File: config.mk
export PLATFORM = sky130hd
export DESIGN_NAME = dvfs_seq
export DESIGN_NICKNAME = d
export VERILOG_FILES = /design/src/rtl/dvfs_pkg.sv /design/src/rtl/dvfs_opp_map.sv /design/src/rtl/dvfs_req_slot.sv /design/src/rtl/dvfs_settle_timer.sv /design/src/rtl/dvfs_seq.sv
export SDC_FILE = /design/constraint.sdc
export NUM_CORES = 1
export LEC_CHECK = 0
export BUFFER_PORTS_ARGS = -buffer_cell sky130_fd_sc_hd__buf_2
export CORE_ASPECT_RATIO = 2
export CORE_MARGIN = 3
export CORE_UTILIZATION = 52
export CTS_BUF_LIST = sky130_fd_sc_hd__clkbuf_8
export DETAILED_ROUTE_END_ITERATION = 10
export GPL_TIMING_DRIVEN = 1
export PLACE_DENSITY = 0.73
export SYNTH_ARGS = -nofsm -noshare
export SYNTH_HDL_FRONTEND = slang
export SYNTH_SLANG_ARGS = --single-unit
export TNS_END_PERCENT = 50
File: constraint.sdc
create_clock -name clk -period 2.7 [get_ports clk]
set_clock_uncertainty 0.2 [all_clocks]
set_input_delay 0.54 -clock clk [delete_from_list [all_inputs] [get_ports clk]]
set_output_delay 0.54 -clock clk [all_outputs]
set_load 0.1 [all_outputs]
File: src/rtl/dvfs_pkg.sv
package dvfs_pkg;

  typedef enum logic [2:0] {
    ST_IDLE,
    ST_FFIRST,
    ST_VSTEP,
    ST_VWAIT,
    ST_FSET
  } seq_state_e;

  function automatic int unsigned opp_volt(int unsigned idx, int unsigned npts,
                                           int unsigned vlev);
    if (npts < 2) return 0;
    return (idx * (vlev - 1)) / (npts - 1);
  endfunction

  function automatic int unsigned opp_freq(int unsigned idx, int unsigned npts,
                                           int unsigned fsteps);
    if (npts < 2) return 0;
    return (idx * (fsteps - 1)) / (npts - 1);
  endfunction

  // highest clock code used by any operating point whose supply code is <= v
  function automatic int unsigned freq_cap(int unsigned v, int unsigned npts,
                                           int unsigned vlev, int unsigned fsteps);
    int unsigned r;
    r = 0;
    for (int unsigned i = 0; i < npts; i++) begin
      if (opp_volt(i, npts, vlev) <= v) r = opp_freq(i, npts, fsteps);
    end
    return r;
  endfunction

endpackage

File: src/rtl/dvfs_opp_map.sv
module dvfs_opp_map #(
  parameter int NUM_PTS = 16,
  parameter int VLEVELS = 32,
  parameter int FSTEPS  = 16,
  localparam int IDX_W  = $clog2(NUM_PTS),
  localparam int V_W    = $clog2(VLEVELS),
  localparam int F_W    = $clog2(FSTEPS)
) (
  input  logic [IDX_W-1:0] idx,
  output logic [V_W-1:0]   vcode,
  output logic [F_W-1:0]   fcode
);
  import dvfs_pkg::*;

  logic [V_W-1:0] vtab [NUM_PTS];
  logic [F_W-1:0] ftab [NUM_PTS];

  for (genvar g = 0; g < NUM_PTS; g++) begin : g_pt
    assign vtab[g] = V_W'(opp_volt(g, NUM_PTS, VLEVELS));
    assign ftab[g] = F_W'(opp_freq(g, NUM_PTS, FSTEPS));
  end

  assign vcode = vtab[idx];
  assign fcode = ftab[idx];

endmodule

File: src/rtl/dvfs_req_slot.sv
module dvfs_req_slot #(
  parameter int IDX_W = 4
) (
  input  logic             clk,
  input  logic             rst_n,
  input  logic             in_valid,
  output logic             in_ready,
  input  logic [IDX_W-1:0] in_idx,
  output logic             out_valid,
  output logic [IDX_W-1:0] out_idx,
  input  logic             out_take
);
  logic             full_q;
  logic [IDX_W-1:0] idx_q;

  assign in_ready  = !full_q;
  assign out_valid = full_q;
  assign out_idx   = idx_q;

  always_ff @(posedge clk or negedge rst_n) begin
    if (!rst_n) begin
      full_q <= 1'b0;
      idx_q  <= '0;
    end else if (in_valid && !full_q) begin
      full_q <= 1'b1;
      idx_q  <= in_idx;
    end else if (out_take) begin
      full_q <= 1'b0;
    end
  end

  // a waiting request is neither lost nor altered until it is taken
  a_r7_slot_holds: assert property (@(posedge clk) disable iff (!rst_n)
    (out_valid && !out_take) |=> (out_valid && $stable(out_idx)));

  // the slot never accepts while it is occupied
  a_r7_no_overwrite: assert property (@(posedge clk) disable iff (!rst_n)
    (full_q && !out_take) |=> $stable(idx_q));

endmodule

File: src/rtl/dvfs_settle_timer.sv
module dvfs_settle_timer #(
  parameter int SETTLE_CYC = 1000000,
  localparam int CNT_W = $clog2(SETTLE_CYC + 1)
) (
  input  logic clk,
  input  logic rst_n,
  input  logic load,
  output logic expired
);
  localparam logic [CNT_W-1:0] LOAD_VAL = CNT_W'(SETTLE_CYC - 1);

  logic [CNT_W-1:0] cnt_q;

  always_ff @(posedge clk or negedge rst_n) begin
    if (!rst_n)             cnt_q <= '0;
    else if (load)          cnt_q <= LOAD_VAL;
    else if (cnt_q != '0)   cnt_q <= cnt_q - 1'b1;
  end

  assign expired = (cnt_q == '0);

  // a fresh load always starts a full settling window
  a_r3_load_not_expired: assert property (@(posedge clk) disable iff (!rst_n)
    (load && SETTLE_CYC > 1) |=> !expired);

endmodule

File: src/rtl/dvfs_seq.sv
module dvfs_seq #(
  parameter int NUM_PTS    = 16,
  parameter int VLEVELS    = 32,
  parameter int FSTEPS     = 16,
  parameter int SETTLE_CYC = 1000000,
  localparam int IDX_W = $clog2(NUM_PTS),
  localparam int V_W   = $clog2(VLEVELS),
  localparam int F_W   = $clog2(FSTEPS)
) (
  input  logic             clk,
  input  logic             rst_n,
  input  logic             req_valid,
  output logic             req_ready,
  input  logic [IDX_W-1:0] req_idx,
  output logic [V_W-1:0]   volt_code,
  output logic [F_W-1:0]   freq_code,
  output logic             busy,
  output logic             done
);
  import dvfs_pkg::*;

  localparam logic [V_W-1:0] V_ONE = V_W'(1);

  seq_state_e       state_q;
  logic [IDX_W-1:0] cur_idx_q;
  logic [V_W-1:0]   volt_q, tgt_v_q;
  logic [F_W-1:0]   freq_q, tgt_f_q;
  logic             up_q;
  logic             done_q;

  logic             slot_valid;
  logic [IDX_W-1:0] slot_idx;
  logic             slot_take;
  logic [V_W-1:0]   map_v;
  logic [F_W-1:0]   map_f;
  logic             tmr_load;
  logic             tmr_expired;

  dvfs_req_slot #(.IDX_W(IDX_W)) u_slot (
    .clk       (clk),
    .rst_n     (rst_n),
    .in_valid  (req_valid),
    .in_ready  (req_ready),
    .in_idx    (req_idx),
    .out_valid (slot_valid),
    .out_idx   (slot_idx),
    .out_take  (slot_take)
  );

  dvfs_opp_map #(.NUM_PTS(NUM_PTS), .VLEVELS(VLEVELS), .FSTEPS(FSTEPS)) u_map (
    .idx   (slot_idx),
    .vcode (map_v),
    .fcode (map_f)
  );

  dvfs_settle_timer #(.SETTLE_CYC(SETTLE_CYC)) u_tmr (
    .clk     (clk),
    .rst_n   (rst_n),
    .load    (tmr_load),
    .expired (tmr_expired)
  );

  assign slot_take = (state_q == ST_IDLE) && slot_valid;
  assign tmr_load  = (state_q == ST_VSTEP) && (volt_q != tgt_v_q);

  always_ff @(posedge clk or negedge rst_n) begin
    if (!rst_n) begin
      state_q   <= ST_IDLE;
      cur_idx_q <= '0;
      volt_q    <= '0;
      freq_q    <= '0;
      tgt_v_q   <= '0;
      tgt_f_q   <= '0;
      up_q      <= 1'b0;
      done_q    <= 1'b0;
    end else begin
      done_q <= 1'b0;
      unique case (state_q)
        ST_IDLE: begin
          if (slot_valid) begin
            tgt_v_q   <= map_v;
            tgt_f_q   <= map_f;
            up_q      <= (slot_idx > cur_idx_q);
            cur_idx_q <= slot_idx;
            state_q   <= (slot_idx > cur_idx_q) ? ST_VSTEP : ST_FFIRST;
          end
        end
        ST_FFIRST: begin
          freq_q  <= tgt_f_q;
          state_q <= ST_VSTEP;
        end
        ST_VSTEP: begin
          if (volt_q < tgt_v_q) begin
            volt_q  <= volt_q + V_ONE;
            state_q <= ST_VWAIT;
          end else if (volt_q > tgt_v_q) begin
            volt_q  <= volt_q - V_ONE;
            state_q <= ST_VWAIT;
          end else if (up_q) begin
            state_q <= ST_FSET;
          end else begin
            done_q  <= 1'b1;
            state_q <= ST_IDLE;
          end
        end
        ST_VWAIT: begin
          if (tmr_expired) state_q <= ST_VSTEP;
        end
        ST_FSET: begin
          freq_q  <= tgt_f_q;
          done_q  <= 1'b1;
          state_q <= ST_IDLE;
        end
        default: state_q <= ST_IDLE;
      endcase
    end
  end

  assign volt_code = volt_q;
  assign freq_code = freq_q;
  assign done      = done_q;
  assign busy      = (state_q != ST_IDLE) || slot_valid;

  // the supply code only ever moves by one level
  a_r3_single_level: assert property (@(posedge clk) disable iff (!rst_n)
    (volt_q != $past(volt_q)) |->
      ((volt_q == $past(volt_q) + V_ONE) || (volt_q == $past(volt_q) - V_ONE)));

  // the clock never runs ahead of what the present supply supports
  a_r4_clock_under_supply: assert property (@(posedge clk) disable iff (!rst_n)
    freq_q <= F_W'(freq_cap(volt_q, NUM_PTS, VLEVELS, FSTEPS)));

  // while the supply climbs the clock is frozen
  a_r4_freq_frozen_on_rise: assert property (@(posedge clk) disable iff (!rst_n)
    (state_q == ST_VWAIT && up_q) |-> $stable(freq_q));

  // on a fall the clock is already at target while the supply settles
  a_r5_freq_first_on_fall: assert property (@(posedge clk) disable iff (!rst_n)
    (state_q == ST_VWAIT && !up_q) |-> (freq_q == tgt_f_q));

  // done is a single-cycle pulse carrying the final codes
  a_r6_done_single: assert property (@(posedge clk) disable iff (!rst_n)
    done_q |=> !done_q);
  a_r6_done_final: assert property (@(posedge clk) disable iff (!rst_n)
    done_q |-> (volt_q == tgt_v_q && freq_q == tgt_f_q));

  // no new target is loaded while a transition runs
  a_r7_no_abort: assert property (@(posedge clk) disable iff (!rst_n)
    (state_q != ST_IDLE) |=> $stable(tgt_v_q));

endmodule

==> flow_summary.yaml, run 1 <==
outcome:
  outcome: "complete, no violations"
route:
  firstDrtPassIters: 4
  postRouteAntennaNets: 0
  wl_per_cell_um: 16.4
  vias: 1848
  wl_met3_um: 106
  wirelength_um: 5180
  highest_layer: "met4"
  wl_met1_um: 1920
  drt-initial-drc-count: 21
  wl_met2_um: 3060
  viasPerCell: 5.85
  drc: 0
sta:
  max_freq_mhz: 383
  setup_violations: 0
  slew_headroom: 0.660
  slew_violations: 0
  hold_violations: 0
  tightest_slew_ns: 0.508
  period_share: 0.967
  min_period_ns: 2.61
  grt_setup_unrepaired: "true"
hold_path:
  hp-class: "in -> reg"
  hold_depth: 3
  holdPathEnd: "u_slot.out_idx[0]$_DFFE_PN0P_"
  worstHoldStart: "req_idx[0]"
clock_tree:
  cts_tree: "built"
  root_buffer: "clkbuf_8"
  cts_buffers: 5
  htreeDepth: 2
  clk_pin_slew_worst_paths_ns: 0.09
  cts.sinks: 44
  clock_path_buffers: 2
  clk-insertion-delay-late_ns: 0.30
yosys:
  synthArstFlopShare: 1.00
  synth_cells: 222
  synth_top_area_frac: 0.461
  synth_area_leaders: "dfrtp_1 (46%), ha_1 (7.3%), mux2_2 (6.6%)"
  yosysTopAreaCell: "dfrtp_1"
  yosys_warnings: 0
  synthesis.area_sq_mm: 0.00239
  synth_cell_types: 43
  avgSynthCellArea_sq_um: 10.8
  ys_seq_area_frac: 0.461
  synthFlopType: "dfrtp_1"
  synth_nets: 244
  ys_ff_latch: 44
  synth-edff-count: 0
critical_path:
  crit_chain: "ha_4, and4_4, nand2b_1, o211ai_1, ha_1, a21o_1, a21oi_1, xnor2_1, mux2_2"
  rrSetupSlack_ns: 0.09
  worstPathMaxFanout: 4
  slowest_stage: "dfrtp_4"
  cp-end-kind: "register"
  critical_path.max_stage_delay_ns: 0.52
  reg2reg_from: "volt_code[3]$_DFFE_PN0P_"
  crit_type: "reg -> reg"
  critPathRequiredTime_ns: 2.69
  reg2reg_depth: 9
  cp.arrival_ns: 2.60
  worst_setup_path_start_kind: "register"
  r2r-end: "volt_code[3]$_DFFE_PN0P_"
power_and_ir_drop:
  ir_worst_vdd_mv: 0.880
  cellPowerDensity_mw_per_mm2: 1240
  leakage_nw: 1.18
floorplan:
  fp.dieArea_sq_mm: 0.00549
  fp.dieW_um: 53.9
  initial_core_util: 0.545
  rows: 34
  core_sq_mm: 0.00438
  die_h_um: 102
  io-pin-count: 19
finish:
  n_fill_cell: 365
  final_cell_area_sq_mm: 0.00284
  n_antenna_cell: 0
  register_area_sq_mm: 0.00112
  area_growth_pct: 18.9
  mostFrequentLayoutCells: "dfrtp_1 (39), buf_2 (18), buf_4 (17), mux2_2 (14), nor2_1 (12)"
  final_cell_count_no_fill: 316
  nNetsFinal: 283
  final_common_cell: "dfrtp_1"
  multi_input_area_sq_mm: 0.00129
  drive_gt1_frac: 0.309
placement:
  gp_congestion: 0.794
  dp_hpwl_um: 4010
  dp.cells: 304
  placed_area_sq_mm: 0.00271
  portBuffers: 18
global_route:
  grt_max_degree: 26
  grt_pass1_vias: 1882
  grt_overflow: 0
  grt_pass1_wl_um: 8650
  track_usage: 0.215
  grt_antenna_before_repair: 0
flow_run:
  max_cap_violations: 0
logic make-up (layout without fill, tap and decap cells):
| group | Yosys count | after routing | share of synthesized area |
|---|---|---|---|
| AND/OR/NAND/NOR | 74 | 74 | 0.192 |
| AO/OA/AOI/OAI | 46 | 46 | 0.126 |
| flip-flops | 44 | 44 | 0.461 |
| buffers and inverters | 16 | 56 | 0.0251 |
| adder cells (fa/ha/maj) | 15 | 15 | 0.0817 |
| multiplexers | 15 | 15 | 0.0702 |
| XOR/XNOR | 12 | 12 | 0.0440 |
report_power, final:
group	total [mW]	internal, mW	leakage [nW]	switching [mW]
clock network	0.424	0.183	0.0404	0.241
logic	2.03	0.799	0.627	1.24
registers	1.06	0.873	0.513	0.184
cell usage after synthesis, types with 5 or more instances:
| cell type | instances |
|---|---|
| mux2_2 | 14 |
| or4_1 | 8 |
| nand2_1 | 11 |
| xnor2_1 | 8 |
| o31ai_1 | 5 |
| a21oi_1 | 12 |
| nor2_1 | 12 |
| inv_1 | 12 |
| dfrtp_1 | 44 |
| o21ai_0 | 6 |
| a211oi_1 | 6 |
| nand3_1 | 5 |
| nor2b_1 | 5 |
| ha_1 | 14 |
worst max-delay path, delay by kind of cell (launching register included):
kind / cells / cell delay [ns]
multiplexers: 1 / 0.26
AND/OR/NAND/NOR: 2 / 0.27
AO/OA/AOI/OAI: 3 / 0.56
XOR/XNOR: 1 / 0.10
flip-flops: 1 / 0.52
adder cells (fa/ha/maj): 2 / 0.59
worst max path at each step:
stage / from / endpoint / slack (ns) / cells after the start
CTS: tgt_v_q[4]$_DFFE_PN0P_ / volt_code[4]$_DFFE_PN0P_ / 0.02 / 11
finish: volt_code[3]$_DFFE_PN0P_ / volt_code[3]$_DFFE_PN0P_ / 0.09 / 9
global placement: tgt_v_q[3]$_DFFE_PN0P_ / volt_code[4]$_DFFE_PN0P_ / 0.12 / 11
detailed placement: tgt_v_q[4]$_DFFE_PN0P_ / volt_code[4]$_DFFE_PN0P_ / 0.04 / 11
floorplan: volt_code[1]$_DFFE_PN0P_ / volt_code[4]$_DFFE_PN0P_ / -0.04 / 10
global route: volt_code[1]$_DFFE_PN0P_ / volt_code[4]$_DFFE_PN0P_ / -0.03 / 10
final cells by class:
type,count,share of cell area
Clock buffer,5,0.0242
Clock inverter,3,0.00837
Inverter,12,0.0159
Multi-Input combinational cell,162,0.454
Sequential cell,44,0.394
Tap cell,54,0.0238
Timing Repair Buffer,36,0.0802
flip-flops by register name (all words and copies together), names as in the netlist:
name / count
u_tmr.cnt_q: 20
tgt_v_q: 5
volt_code: 5
freq_code: 4
u_slot.out_idx: 4
state_q: 3
done: 1
u_slot.out_valid: 1
up_q: 1
repair_timing:
item                       4_1_cts  5_1_grt
gates resized for setup          0        3
setup buffers                    0        3
setup endpoints to repair        0        3
hold endpoints to repair        16        0
hold buffers                     1        0
per-stage QoR:
step	setup slack, ns	utilization	setup TNS, ns	total power, mW	hold slack [ns]
floorplan	-0.0422	-	-0.0574	2.50	0.0444
global placement	0.117	0.618	0	2.95	0.287
detailed placement	0.0446	0.618	0	3.02	0.294
CTS	0.0194	0.642	0	3.44	0.235
global route	-0.0314	0.648	-0.0569	3.76	0.246
finish	0.0902	0.648	0	3.52	0.238
layer usage:
| layer | GRT usage | vias up |
|---|---|---|
| met5 | 0 | - |
| met1 | 0.218 | 920 |
| met4 | 0.0827 | 0 |
| met2 | 0.411 | 22 |
| li1 | - | 895 |
| met3 | 0.0307 | 11 |
(Power assumes the default switching activity.)
==> run 2, diff against run 1 <==
Settings changed: PLACE_DENSITY 0.73 to 0.71.
Clock period 2.7 ns to 3.1 ns, I/O delays scaled along.
==> flow_summary.yaml, run 2 (synthesized netlist as in run 1, its figures left out) <==
clock_tree:
  cts_buffers: 5
  cts_tree: "built"
  postCtsSetupRepairBufs: 0
  cts.sinks: 44
  clk_pin_slew_worst_paths_ns: 0.09
  cts_hold_buf: 0
  clock_path_buffers: 2
  htreeDepth: 2
  clk-insertion-delay-late_ns: 0.29
  root_buffer: "clkbuf_8"
  cts_resized: 0
floorplan:
  die_h_um: 102
  rows: 34
  fp.dieW_um: 53.9
  io-pin-count: 19
  fp.dieArea_sq_mm: 0.00549
  core_sq_mm: 0.00438
  initial_core_util: 0.545
placement:
  dp_hpwl_um: 3820
  gp_congestion: 0.841
  placed_area_sq_mm: 0.00257
  portBuffers: 18
sta:
  holdWs_ns: 0.144
  period_share: 0.910
  setup_violations: 0
  hold_violations: 0
  max_freq_mhz: 354
  final.setup.tns_ns: 0
  slew_violations: 0
  slew_headroom: 0.566
  tightest_slew_ns: 0.651
  grt_setup_unrepaired: "false"
  min_period_ns: 2.82
finish:
  n_fill_cell: 375
  mostFrequentLayoutCells: "dfrtp_1 (40), buf_2 (18), mux2_2 (14), ha_1 (14)"
  final_cell_area_sq_mm: 0.00269
  largest_reg_flops: 20
  area_growth_pct: 12.7
  drive_gt1_frac: 0.234
  final_common_cell: "dfrtp_1"
  n_antenna_cell: 0
  largest-register: "u_tmr.cnt_q"
  nNetsFinal: 269
global_route:
  grt_overflow: 0
  grt_pass1_wl_um: 8410
  grt_max_degree: 30
  track_usage: 0.213
  grt_pass1_vias: 1750
  grt_antenna_before_repair: 0
critical_path:
  reg2reg_depth: 11
  worstPathMaxFanout: 5
  critical_path.top_delay_family: "adder cells"
  worst-path-buf-inv: 1
  slowest_stage: "fa_1"
  critical_path.max_stage_delay_ns: 0.48
  worst_setup_path_start_kind: "register"
  cp-end-kind: "register"
  path_depth: 11
  cp.arrival_ns: 2.79
  crit_chain: "inv_1, ha_1, and4_1, nand2b_1, o211ai_1, fa_1, a21o_1, a21oi_1, and2_1, mux2i_1, xnor2_1"
  critPathRequiredTime_ns: 3.07
  crit_type: "reg -> reg"
flow_run:
  max_cap_violations: 0
route:
  viasPerCell: 5.88
  wirelength_um: 4980
  drt-initial-drc-count: 26
  firstDrtPassIters: 4
  wl_per_cell_um: 16.5
  postRouteAntennaNets: 0
  drc: 0
  vias: 1776
power_and_ir_drop:
  ir_worst_vdd_mv: 0.959
  cellPowerDensity_mw_per_mm2: 1070
  leakage_nw: 1.14
hold_path:
  hp-class: "in -> async"
outcome:
  outcome: "complete, no violations"
## run 2: cell count changes in the layout (fill, tap and decap cells not counted), sizes merged
| cell | change |
|---|---|
| buf | -13 |
| bufinv | +1 |
| clkbuf | +2 |
| clkinv | -1 |
| clkinvlp | -2 |
| dlygate4sd3 | -1 |
## run 2: worst paths after layout
check | startpoint | end | slack (ns)
max in group asynchronous | rst_n | tgt_v_q[1]$_DFFE_PN0P_ | 1.88
setup reg to reg | tgt_v_q[4]$_DFFE_PN0P_ | volt_code[4]$_DFFE_PN0P_ | 0.28
hold reg to reg | tgt_v_q[0]$_DFFE_PN0P_ | tgt_v_q[0]$_DFFE_PN0P_ | 0.30
setup / recovery | tgt_v_q[4]$_DFFE_PN0P_ | volt_code[4]$_DFFE_PN0P_ | 0.28
min in group clk | tgt_v_q[0]$_DFFE_PN0P_ | tgt_v_q[0]$_DFFE_PN0P_ | 0.30
hold / removal | rst_n | u_tmr.cnt_q[4]$_DFFE_PN0P_ | 0.14
## run 2: report_power, final
part	internal, mW	switching (mW)	total (mW)
sequential	0.748	0.182	0.930
combinational	0.509	0.957	1.47
clock	0.285	0.195	0.480
total	1.54	1.33	2.87
## run 2: per-layer routing
layer,up-vias,share of wire,global-route usage
li1,869,-,-
met1,866,0.35,0.223
met2,32,0.60,0.394
met3,9,0.023,0.0350
met4,0,0.025,0.0886
met5,-,0,0
## run 2: area by class of cell
cell class,instances,area [sq um],area share
clock buffers,7,96.3,0.0358
clock inverters,1,30.0,0.0112
inverters,12,45.0,0.0167
multi-input cells,162,1230,0.456
flip-flops and latches,44,1110,0.411
well taps,54,67.6,0.0251
repair buffers,22,120,0.0446
## run 2: stage by stage
stage               utilization  setup slack, ns  total power, mW  std cells
floorplan                     -           0.0406             2.08        222
global placement          0.586            0.399             2.36        294
detailed placement        0.586            0.289             2.41        294
CTS                       0.615            0.247             2.91        302
global route              0.615           0.0983             3.09        302
finish                    0.615            0.278             2.87        302
